### config.mk
export PLATFORM = sky130hd
export DESIGN_NAME = mirror_hstart_gen
export DESIGN_NICKNAME = d
export VERILOG_FILES = /design/src/rtl/mhs_pkg.sv /design/src/rtl/mhs_pos_calc.sv /design/src/rtl/mhs_lane.sv /design/src/rtl/mirror_hstart_gen.sv
export SDC_FILE = /design/constraint.sdc
export NUM_CORES = 1
export LEC_CHECK = 0
export BUFFER_PORTS_ARGS = -buffer_cell sky130_fd_sc_hd__buf_2
export CAP_MARGIN = 40
export CORE_MARGIN = 2
export CORE_UTILIZATION = 60
export CTS_CLUSTER_SIZE = 25
export DETAILED_ROUTE_END_ITERATION = 10
export PLACE_DENSITY = 0.91
export SLEW_MARGIN = 20
export SYNTH_ARGS = -nofsm -noshare
export SYNTH_HDL_FRONTEND = slang
export SYNTH_SLANG_ARGS = --single-unit
### constraint.sdc
create_clock -name clk -period 6.85 [get_ports clk]
set_input_delay 1.0275 -clock clk [delete_from_list [all_inputs] [get_ports clk]]
set_output_delay 1.0275 -clock clk [all_outputs]
set_load 0.02 [all_outputs]
### src/rtl/mhs_pkg.sv
package mhs_pkg;

    typedef enum logic [1:0] {
        S_IDLE,
        S_COUNT,
        S_HOLD
    } seq_state_t;

    // Lead ahead of video start, in half pixel clocks.
    function automatic logic [3:0] lead_halves(
        input logic odd,
        input logic right,
        input logic down,
        input logic wide
    );
        if (odd == down)
            return wide ? 4'd4 : 4'd10;
        else if (right)
            return wide ? 4'd7 : 4'd13;
        else
            return wide ? 4'd1 : 4'd7;
    endfunction

endpackage

### src/rtl/mhs_pos_calc.sv
module mhs_pos_calc #(
    parameter int CNT_W = 10
) (
    input  logic [CNT_W-1:0] vstart,
    input  logic             odd,
    input  logic             right,
    input  logic             down,
    input  logic             wide,
    output logic [CNT_W-1:0] rise,
    output logic             half
);
    import mhs_pkg::*;

    localparam int HW = CNT_W + 1;

    logic [HW-1:0] pos_h;

    // Launch position in half clocks, counted from the strobe edge.
    assign pos_h = {vstart, 1'b0} - HW'(lead_halves(odd, right, down, wide));
    assign rise  = pos_h[HW-1:1];
    assign half  = pos_h[0];

endmodule

### src/rtl/mhs_lane.sv
module mhs_lane #(
    parameter int CNT_W = 10
) (
    input  logic             clk,
    input  logic             clr_n,
    input  logic             counting,
    input  logic [CNT_W-1:0] cnt,
    input  logic [CNT_W-1:0] rise,
    input  logic             half,
    output logic             hst,
    output logic             hck1,
    output logic             hck2
);
    logic fire;
    logic st_p, ck_p, run_p;
    logic st_n, ck_n, run_n;

    assign fire = counting && ((cnt + CNT_W'(1)) == rise);

    always_ff @(posedge clk) begin
        if (!clr_n) begin
            st_p  <= 1'b0;
            ck_p  <= 1'b0;
            run_p <= 1'b0;
        end else begin
            st_p <= fire;
            if (fire) begin
                ck_p  <= 1'b1;
                run_p <= 1'b1;
            end else if (run_p) begin
                ck_p <= ~ck_p;
            end
        end
    end

    // Half-clock delayed copy for leads with a .5 fraction.
    always_ff @(negedge clk) begin
        st_n  <= st_p;
        ck_n  <= ck_p;
        run_n <= run_p;
    end

    assign hst  = half ? st_n : st_p;
    assign hck1 = half ? (run_n & ck_n)  : (run_p & ck_p);
    assign hck2 = half ? (run_n & ~ck_n) : (run_p & ~ck_p);

    assert_pulse_one_clock_R2: assert property (@(posedge clk) disable iff (!clr_n)
        $rose(st_p) |=> !st_p);

    assert_start_phase_R8: assert property (@(posedge clk) disable iff (!clr_n)
        st_p |-> (ck_p && run_p));

    assert_toggle_R8: assert property (@(posedge clk) disable iff (!clr_n)
        (run_p && !st_p && $past(run_p)) |-> (ck_p != $past(ck_p)));

    assert_clear_R1: assert property (@(posedge clk)
        !clr_n |=> (!st_p && !run_p));

    assert_idle_low_R9: assert property (@(posedge clk) disable iff (!clr_n)
        (!run_p && !fire) |=> !run_p);

endmodule

### src/rtl/mirror_hstart_gen.sv
module mirror_hstart_gen #(
    parameter int CNT_W = 10
) (
    input  logic             clk,
    input  logic             clr_n,
    input  logic             line_go,
    input  logic [CNT_W-1:0] vstart_pos,
    input  logic             line_odd,
    input  logic             rl_sel,
    input  logic             ud_down,
    input  logic             wide_sel,
    output logic             hst_a,
    output logic             hck1_a,
    output logic             hck2_a,
    output logic             hst_b,
    output logic             hck1_b,
    output logic             hck2_b,
    output logic             xrl_out
);
    import mhs_pkg::*;

    localparam int NSET = 2;

    seq_state_t state, nstate;

    logic [CNT_W-1:0] cnt;
    logic [CNT_W-1:0] rise_c [NSET];
    logic [CNT_W-1:0] rise_q [NSET];
    logic [NSET-1:0]  half_c;
    logic [NSET-1:0]  half_q;
    logic [NSET-1:0]  hst_v, hck1_v, hck2_v;
    logic [CNT_W-1:0] last;
    logic             counting;

    assign counting = (state == S_COUNT);
    assign last     = (rise_q[0] > rise_q[1]) ? rise_q[0] : rise_q[1];

    genvar g;
    generate
        for (g = 0; g < NSET; g++) begin : g_set
            // Set 0 follows rl_sel, set 1 scans the other way.
            logic dir_right;
            assign dir_right = (g == 0) ? rl_sel : ~rl_sel;

            mhs_pos_calc #(.CNT_W(CNT_W)) u_calc (
                .vstart (vstart_pos),
                .odd    (line_odd),
                .right  (dir_right),
                .down   (ud_down),
                .wide   (wide_sel),
                .rise   (rise_c[g]),
                .half   (half_c[g])
            );

            mhs_lane #(.CNT_W(CNT_W)) u_lane (
                .clk      (clk),
                .clr_n    (clr_n),
                .counting (counting),
                .cnt      (cnt),
                .rise     (rise_q[g]),
                .half     (half_q[g]),
                .hst      (hst_v[g]),
                .hck1     (hck1_v[g]),
                .hck2     (hck2_v[g])
            );
        end
    endgenerate

    // Next-state logic.
    always_comb begin
        nstate = state;
        if (line_go) begin
            nstate = S_COUNT;
        end else begin
            unique case (state)
                S_IDLE:  nstate = S_IDLE;
                S_COUNT: if ((cnt + CNT_W'(1)) == last) nstate = S_HOLD;
                S_HOLD:  nstate = S_HOLD;
                default: nstate = S_IDLE;
            endcase
        end
    end

    // State register.
    always_ff @(posedge clk) begin
        if (!clr_n)
            state <= S_IDLE;
        else
            state <= nstate;
    end

    // Counter and per-line captured positions.
    always_ff @(posedge clk) begin
        if (!clr_n) begin
            cnt    <= '0;
            half_q <= '0;
            for (int i = 0; i < NSET; i++) rise_q[i] <= '0;
        end else if (line_go) begin
            cnt    <= '0;
            half_q <= half_c;
            for (int i = 0; i < NSET; i++) rise_q[i] <= rise_c[i];
        end else if (state == S_COUNT) begin
            cnt <= cnt + CNT_W'(1);
        end
    end

    assign hst_a   = hst_v[0];
    assign hck1_a  = hck1_v[0];
    assign hck2_a  = hck2_v[0];
    assign hst_b   = hst_v[1];
    assign hck1_b  = hck1_v[1];
    assign hck2_b  = hck2_v[1];
    assign xrl_out = ~rl_sel;

    assert_hold_until_strobe_R2: assert property (@(posedge clk) disable iff (!clr_n)
        (state == S_HOLD && !line_go) |=> (state == S_HOLD));

    assert_edge_stable_R7: assert property (@(posedge clk) disable iff (!clr_n)
        (state == S_COUNT && !line_go) |=> $stable(half_q));

    assert_idle_after_clear_R1: assert property (@(posedge clk)
        (!clr_n) |=> (state == S_IDLE));

endmodule

==> flow_metrics.env <==
export IMPL_synthCells=358
export IMPL_yosysUniqueCellTypes=52
export IMPL_setup_ws_ns=1.31
export IMPL_gp_congestion=0.928
export IMPL_p_leak_uw=0.00152
export IMPL_port_buffers=23
export IMPL_r2r_end="g_set[0].u_lane.run_n$_DFF_N_"
export IMPL_critPathLaunchType="register"
export IMPL_syn_nets=399
export IMPL_yosys_warnings=0
export IMPL_reg2reg_depth=0
export IMPL_vias_per_cell=5.56
export IMPL_reg2reg_slack_ns=2.98
export IMPL_synth_edf_count=20
export IMPL_cts_sinks=45
export IMPL_required_ns=5.82
export IMPL_cp_slowest_cell="dfxtp_1"
export IMPL_worst_pin_slew_ns=0.824
export IMPL_nets=424
export IMPL_drive_gt1_share_pct=11.2
export IMPL_cts_tree="yes"
export IMPL_grt_use_total_pct=23.8
export IMPL_synth_top_area_share_pct=18.9
export IMPL_vias=2525
export IMPL_syn_cell_area_um2=3170
export IMPL_critPathMaxStageDelay_ns=0.30
export IMPL_holdBufCountCts=0
export IMPL_cts_root_buffer="clkbuf_8"
export IMPL_worstPathArrival_ns=4.51
export IMPL_n_antenna_cell=0
export IMPL_ios=24
export IMPL_min_to="g_set[1].u_lane.run_p$_SDFFE_PN0P_"
export IMPL_initial_core_util_pct=62.1
export IMPL_fin_skew_ns=0.0708
export IMPL_numCtsBuffers=5
export IMPL_overflow=0
export IMPL_clkTransAtPathRegs_ns=0.08
export IMPL_p_per_area_nw_per_um2=209
export IMPL_ys_flop_type="dfxtp_1"
export IMPL_cts_setup_buffers=0
export IMPL_drc=0
export IMPL_grt_pass1_vias=2454
export IMPL_cp_max_fo=2
export IMPL_die_x_um=76.7
export IMPL_dp_hpwl_mm=5.10
export IMPL_post_place_cells=441
export IMPL_path_depth=3
export IMPL_slew_violations=0
export IMPL_die_y_um=76.7
export IMPL_drtIter0Drc=182
export IMPL_synth_common_cells="42 x nand2_1, 42 x nor2_1, 26 x inv_1, 25 x dfxtp_1, 23 x xor2_1"
export IMPL_cp_num_buf_inv=1
export IMPL_totalWireLength_mm=6.43
export IMPL_cts_repair_resized=0
export IMPL_path_cells="nand3b_1, o21ai_0, buf_2"
export IMPL_synth_seq_cells=45
export IMPL_drv_cap=0
export IMPL_fin_tns_setup_ns=0
export IMPL_fin_area_um2=3470
export IMPL_worstHoldPathCells=2
export IMPL_cts_max_level=2
export IMPL_hold_class="register to register"
export IMPL_setup_viol=0
export IMPL_first_pass_iters=4
export IMPL_wire_per_inst_um=14.2
export IMPL_rsz0062_at_grt="false"
export IMPL_endpoint_kind="primary output"
export IMPL_hold_viol=0
export IMPL_die_area_um2=5890
export IMPL_status="complete, no violations"
export IMPL_clock_latency_ns=0.37
export IMPL_min_from="g_set[1].u_lane.run_p$_SDFFE_PN0P_"
export IMPL_filler_cell_count=398
export IMPL_worstSetupPathType="register to primary output"
export IMPL_relSlewSlack_pct=44.7
export IMPL_layout_cells_non_filler=454
export IMPL_antenna_left=0
export IMPL_ys_top_cells_by_area="edfxtp_1 19%, dfxtp_1 16%, ha_1 8.7%, xor2_1 6.3%, nand2_1 5.0%"
export IMPL_yosysTopAreaCell="edfxtp_1"
export IMPL_timing_hold_ws_ns=0.501
export IMPL_grt_first_pass_wirelength_mm=11.2
export IMPL_crit_reg2reg_launch="g_set[0].u_lane.run_p$_SDFFE_PN0P_"
export IMPL_place_area_um2=3340
export IMPL_synth_area_per_cell_um2=8.86
export IMPL_path_delay_family="flip-flops"
export IMPL_antenna_found_initial=0
export IMPL_max_vdd_ir_drop_v=0.000166
export IMPL_cts_buffer_depth=2
export IMPL_rows=26
export IMPL_yosysSeqAreaShare_pct=34.7
export IMPL_place_ws_ns=1.69
export IMPL_syn_to_final_growth_pct=9.42
export IMPL_core_area_um2=5110
export IMPL_async_reset_ff_share_pct=0
export IMPL_grt_max_degree=32
registers in the layout, summed over array words and instances (netlist names):
register,flops
g_set.u_lane.ck_n,2
g_set.u_lane.run_n,2
g_set.u_lane.st_n,2
cnt,10
state,2
half_q,1
g_set.u_lane.st_p,2
g_set.u_lane.ck_p,2
rise_q,20
g_set.u_lane.run_p,2
final cells by class:
class / instances / area (um^2) / area share (%)
clock buffer: 7 / 86.3 / 2.49
clock inverter: 7 / 52.6 / 1.51
inverter: 25 / 93.8 / 2.70
multi-input combinational: 276 / 1930 / 55.5
sequential: 45 / 1100 / 31.7
tap: 70 / 87.6 / 2.52
timing repair buffer: 24 / 123 / 3.53
report_power, final:
part           internal [uW]  switching [uW]  total [uW]
Sequential               298            14.2         312
Clock                    124            98.7         222
Combinational           82.3             108         190
Total                    504             221         724
per-layer routing:
layer	vias to the layer above	share of wire [%]	global-route usage, %
li1	1282	-	-
met1	1185	42	27.9
met2	47	53	43.7
met3	11	4.3	5.29
met4	0	1.4	6.00
met5	-	0	0
cell usage in the layout, fill, tap and decap left out, types with 6 or more instances in the layout:
master,n
a211oi_1,7
clkbuf_8,6
a21o_1,8
nor2_1,42
nand3_1,15
inv_1,31
dfxtp_1,25
o21ai_0,11
buf_2,23
xnor2_1,17
nand2b_1,11
a21oi_1,11
xor2_1,23
edfxtp_1,20
ha_1,22
nand2_1,42
through the flow:
step                      utilization [%]  total power [uW]
final                                68.0               724
after global routing                 68.0               765
after CTS                            68.0               725
after detailed placement             65.3               512
after global placement               65.3               504
after floorplan                         -               467
logic make-up after synthesis:
family          after synthesis  synth area share (%)
simple gates                147                  23.0
xor+xnor                     44                  13.9
mux                           3                  1.03
buf+inv                      37                  4.53
fa+ha+maj                    24                  9.94
compound gates               58                  12.9
flops                        45                  34.7
worst max-delay path by stage:
stage / start / end / slack (ns)
after global placement: g_set[0].u_lane.ck_n$_DFF_N_ / hck2_a / 1.73
final: g_set[0].u_lane.ck_n$_DFF_N_ / hck2_a / 1.31
after detailed placement: g_set[1].u_lane.ck_n$_DFF_N_ / hck2_b / 1.69
after CTS: g_set[0].u_lane.st_n$_DFF_N_ / hst_a / 1.30
after global routing: g_set[1].u_lane.ck_n$_DFF_N_ / hck2_b / 1.26
after floorplan: g_set[0].u_lane.ck_n$_DFF_N_ / hck2_a / 1.74
No activity file was read; power rests on OpenSTA's default activity.
